--- config.mk ---
export PLATFORM = sky130hd
export DESIGN_NAME = cfg_addr_gen
export DESIGN_NICKNAME = d
export VERILOG_FILES = /design/src/rtl/cfg_addr_gen.sv
export SDC_FILE = /design/constraint.sdc
export NUM_CORES = 1
export LEC_CHECK = 0
export BUFFER_PORTS_ARGS = -buffer_cell sky130_fd_sc_hd__buf_4
export CORE_MARGIN = 3
export CORE_UTILIZATION = 35
export CTS_CLUSTER_SIZE = 16
export DETAILED_ROUTE_END_ITERATION = 8
export SLEW_MARGIN = 10
export SYNTH_ARGS = -nofsm -noshare
export SYNTH_HDL_FRONTEND = slang
export SYNTH_SLANG_ARGS = --single-unit
export TNS_END_PERCENT = 100
--- constraint.sdc ---
create_clock -name clk -period 3.2 [get_ports clk]
set_clock_uncertainty 0.1 [all_clocks]
set_input_delay 0.32 -clock clk [delete_from_list [all_inputs] [get_ports clk]]
set_output_delay 0.32 -clock clk [all_outputs]
set_load 0.02 [all_outputs]
--- src/rtl/cfg_addr_gen.sv ---
module cfg_addr_gen #(
  parameter int IN_W    = 16,
  parameter int APER_W  = 24,
  parameter int MAP_W   = 16,
  parameter int FIELD_W = 8
) (
  input  logic              clk,
  input  logic              rst_n,
  input  logic              req_valid,
  output logic              req_ready,
  input  logic [IN_W-1:0]   bus_num,
  input  logic [IN_W-1:0]   devfn,
  input  logic [IN_W-1:0]   reg_off,
  input  logic              rsp_ready,
  output logic              cfg_valid,
  output logic              cfg_err,
  output logic [APER_W-1:0] aper_addr,
  output logic [MAP_W-1:0]  map_val
);
  localparam int SEL_BASE  = 11;
  localparam int MAP_SHIFT = 5;
  localparam int LOW_MAX   = APER_W - 1 - SEL_BASE;
  localparam int HIGH_MAX  = MAP_W - 1 + MAP_SHIFT;
  localparam logic [MAP_W-1:0] CODE_T0 = MAP_W'(4'b1010);
  localparam logic [MAP_W-1:0] CODE_T1 = MAP_W'(4'b1011);

  logic              type1;
  logic [4:0]        slot;
  logic              slot_low;
  logic              illegal;
  logic              accept;
  logic [APER_W-1:0] nxt_addr;
  logic [MAP_W-1:0]  nxt_map;

  assign type1    = |bus_num;
  assign slot     = devfn[7:3];
  assign slot_low = 32'(slot) <= LOW_MAX;
  assign illegal  = (|bus_num[IN_W-1:FIELD_W]) | (|devfn[IN_W-1:FIELD_W])
                  | (|reg_off[IN_W-1:FIELD_W]) | (!type1 && 32'(slot) > HIGH_MAX);
  assign req_ready = !(cfg_valid || cfg_err) || rsp_ready;
  assign accept    = req_valid && req_ready;

  always_comb begin
    if (type1) begin
      nxt_addr = APER_W'({bus_num[7:0], devfn[7:0], reg_off[7:0]});
      nxt_map  = CODE_T1;
    end else begin
      nxt_addr = APER_W'({devfn[2:0], reg_off[7:0]});
      nxt_map  = CODE_T0;
      if (slot_low) nxt_addr = nxt_addr | (APER_W'(1) << (32'(slot) + SEL_BASE));
      else          nxt_map  = nxt_map  | (MAP_W'(1) << (32'(slot) - MAP_SHIFT));
    end
  end

  always_ff @(posedge clk or negedge rst_n) begin
    if (!rst_n) begin
      cfg_valid <= 1'b0;
      cfg_err   <= 1'b0;
      aper_addr <= '0;
      map_val   <= '0;
    end else if (accept) begin
      cfg_valid <= !illegal;
      cfg_err   <= illegal;
      aper_addr <= illegal ? '0 : nxt_addr;
      map_val   <= illegal ? '0 : nxt_map;
    end else if (rsp_ready) begin
      cfg_valid <= 1'b0;
      cfg_err   <= 1'b0;
    end
  end

  a_r7_exclusive: assert property (@(posedge clk) disable iff (!rst_n)
    !(cfg_valid && cfg_err));
  a_r7_err_zero: assert property (@(posedge clk) disable iff (!rst_n)
    cfg_err |-> (aper_addr == '0 && map_val == '0));
  a_r2_type_code: assert property (@(posedge clk) disable iff (!rst_n)
    cfg_valid |-> map_val[3:1] == 3'b101);
  a_r2_type1_map: assert property (@(posedge clk) disable iff (!rst_n)
    (cfg_valid && map_val[0]) |-> map_val[MAP_W-1:4] == '0);
  a_r4_onehot_sel: assert property (@(posedge clk) disable iff (!rst_n)
    (cfg_valid && !map_val[0]) |->
      $countones({aper_addr[APER_W-1:SEL_BASE], map_val[MAP_W-1:4]}) == 1);
  a_r8_hold: assert property (@(posedge clk) disable iff (!rst_n)
    ((cfg_valid || cfg_err) && !rsp_ready) |=>
      ($stable(aper_addr) && $stable(map_val) && $stable(cfg_valid) && $stable(cfg_err)));
  a_r8_stall_ready: assert property (@(posedge clk) disable iff (!rst_n)
    ((cfg_valid || cfg_err) && !rsp_ready) |-> !req_ready);
endmodule

==> flow_summary_export.csv <==
group,metric,value,unit
grt,grt_pass1_wl,10300,um
power,clock_power_share,42.7,%
worst_setup_path,cp-end-kind,"flip-flop",
die,io_pins,95,
logic_synthesis,synth_common_cells,"dfrtp_1, nand2_1, o21ai_0",
timing,hold_violations,0,
worst_setup_path,rr_endpoint,"map_val[5]",
grt,grt.total_usage,18.3,%
power,p_int,0.894,mW
cts,cts_resized,0,
grt,grt_max_degree,42,
drt,postRouteAntennaNets,0,
final_layout,area_growth,43.1,%
logic_synthesis,syn_area_per_cell,9.72,um2
logic_synthesis,ys_seq_elements,41,
logic_synthesis,ys_async_sr_fraction,100,%
cts,h-tree-depth,2,
min_path,min_path_cells,2,
power,switching_share,22.4,%
drt,vias,1980,
timing,setup_viol,0,
logic_synthesis,synthFlopType,"dfrtp_1",
power,p_leak,1.43,nW
placement,port_buffers,94,
logic_synthesis,yosysMostFrequentCell,"dfrtp_1",
timing,rsz0062_at_grt,"false",
grt,grt_overflow_total,0,
timing,finalCritPeriodShare,72.2,%
power,seqPwrFrac,45.1,%
power,pwr-share-comb,12.2,%
power,p_sw,0.258,mW
timing,worst_pin_slew,0.958,ns
worst_setup_path,ff2ff_path_depth,5,
drt,routed_wirelength,6080,um
worst_setup_path,reg2reg_from,"cfg_err",
run_status,status,"finished clean",
logic_synthesis,postSynthCellCount,214,
grt,grt_pass1_vias,2015,
timing,setup_tns,0,ns
grt,grt_util_met1,25.4,%
placement,gp_congestion,0.890,
cts,insertion_delay,0.29,ns
die,start_util,36.9,%
min_path,hold_start,"rsp_ready",
final_layout,layout-drive-gt1-share,38.2,%
logic_synthesis,synth_top_area_share,49.3,%
min_path,hold_path_end,"cfg_valid",
cts,numCtsBuffers,5,
logic_synthesis,yosysTopAreaCell,"dfrtp_1",
final_layout,nets,362,
timing,relSlewSlack,36.0,%
grt,top_usage_layer,"met2",
worst_setup_path,path_class,"reg -> reg",
die,die-area,6910,um2
logic_synthesis,yosys_warnings,0,
job,maxCapViolCount,0,
final_layout,fin_util,52.8,%
final_layout,multi_input_area,952,um2
final_layout,fillers,540,
placement,post-dp-hpwl,4500,um
logic_synthesis,yosysSeqAreaShare,49.3,%
timing,drv_slew,0,
worst_setup_path,crit_fanout,14,
final_layout,diodes,0,
logic_synthesis,synth-edff-count,0,
drt,wl_per_cell,16.1,um
timing,layout_min_cycle_time,2.31,ns
drt,drcViolationCount,0,
cts,clk_pin_slew,0.08,ns
die,row_count,27,
worst_setup_path,worstPathRequired,3.33,ns
die,core_area,5640,um2
cts,clockBufferDepth,2,
grt,antenna_found_initial,0,
die,die_w,83.1,um
cts,cts_num_sinks,41,
die,die_h,83.1,um
worst_setup_path,arrival,2.44,ns
grt,grtUsageMet3,4.17,%
grt,grtUsageMet2,28.4,%
logic_synthesis,synthTopCellsByArea,"dfrtp_1, o21ai_0, nand2_1",
timing,fmax,0.433,GHz
cts,cts_root_buf,"clkbuf_8",
drt,dr.pass1.iters,4,
min_path,hp-class,"in -> reg",
power,irDropWorstVdd,0.000210,V
drt,first_iter_violations,98,
cts,cts_tree,"done",
logic_synthesis,synth_cell_type_count,40,
power,pwr_density_cell,387,nW/um2
logic_synthesis,postSynthNetCount,271,
final_layout,seqCellArea,1030,um2
worst_setup_path,r2r_slack,0.89,ns
worst_setup_path,worstSetupStartpointType,"flip-flop",
drt,post_drt_via_cell_ratio,5.24,
logic_synthesis,netlist_area,2080,um2
worst max-delay path by stage:
stage / end / slack (ns) / startpoint / cells past startpoint
2_1_floorplan: map_val[8] / 0.92 / cfg_err / 5
3_3_place_gp: aper_addr[16] / 0.74 / devfn[9] / 6
3_5_place_dp: aper_addr[19] / 0.75 / devfn[9] / 6
4_1_cts: map_val[5] / 0.87 / cfg_err / 5
5_1_grt: aper_addr[19] / 0.65 / cfg_err / 5
6_report: map_val[5] / 0.89 / cfg_err / 5
repair_timing:
item / in CTS / in global routing
hold buffers: 1 / 0
buffers inserted: 0 / 0
hold endpoints to repair: 41 / 0
final cells by class:
class | instances | share of cell area [%]
Timing Repair Buffer | 98 | 24.8
Tap cell | 72 | 3.03
Clock buffer | 5 | 2.31
Clock inverter | 3 | 2.18
Sequential cell | 41 | 34.5
Inverter | 10 | 1.26
Multi-Input combinational cell | 149 | 32.0
power by group through the flow:
stage | combinational [mW] | clock (mW) | sequential [mW]
floorplan | 0.0559 | 0 | 0.532
global placement | 0.140 | 0 | 0.530
detailed placement | 0.139 | 0 | 0.530
CTS | 0.141 | 0.508 | 0.520
global route | 0.154 | 0.533 | 0.520
finish | 0.140 | 0.492 | 0.520
placed cells by master, fill, tap and decap left out, drive strengths merged, types with 2 or more instances in the layout:
cell,n
a2111o,2
a2111oi,2
a21boi,2
a22o,7
a22oi,7
a31oi,12
and2,3
and3,2
buf,97
bufinv,2
clkbuf,5
dfrtp,41
ha,5
inv,10
nand2,32
nand3,4
nand4,2
nor2,5
nor3,2
nor3b,3
nor4,8
o21a,2
o21ai,32
o22ai,2
o41ai,2
or3,4
sequential cells by signal, indices dropped and copies added (netlist names):
signal     cells
map_val       15
cfg_valid      1
aper_addr     24
cfg_err        1
critical path, stage by stage, from the launching register on:
cell and delay, ns:
dfrtp_1 0.39, o21bai_1 0.18, nand2_1 0.33, a2111o_1 0.59, a2111oi_2 0.44, a22o_1 0.20
logic make-up after synthesis:
kind of cell,synth area share [%]
compound gates,24.8
xor+xnor,0.421
fa+ha+maj,3.01
buf+inv,4.93
flops,49.3
simple gates,17.6
metal layers:
layer / routed length (um) / vias to the layer above
met3: 371 / 7
met5: 0 / -
li1: - / 969
met4: 77 / 0
met2: 2920 / 62
met1: 2710 / 942
per-stage QoR:
| stage | std cells | hold slack (ns) | total power, mW | setup slack [ns] | area [um2] |
|---|---|---|---|---|---|
| final | 378 | 0.121 | 1.15 | 0.890 | 2980 |
| after global routing | 378 | 0.110 | 1.21 | 0.648 | 2980 |
| after CTS | 378 | 0.111 | 1.17 | 0.873 | 2980 |
| after detailed placement | 369 | 0.239 | 0.669 | 0.749 | 2830 |
| after global placement | 369 | 0.239 | 0.670 | 0.735 | 2830 |
| after floorplan | 214 | -0.0756 | 0.588 | 0.921 | 2080 |
No activity file was read; power rests on OpenSTA's default activity.
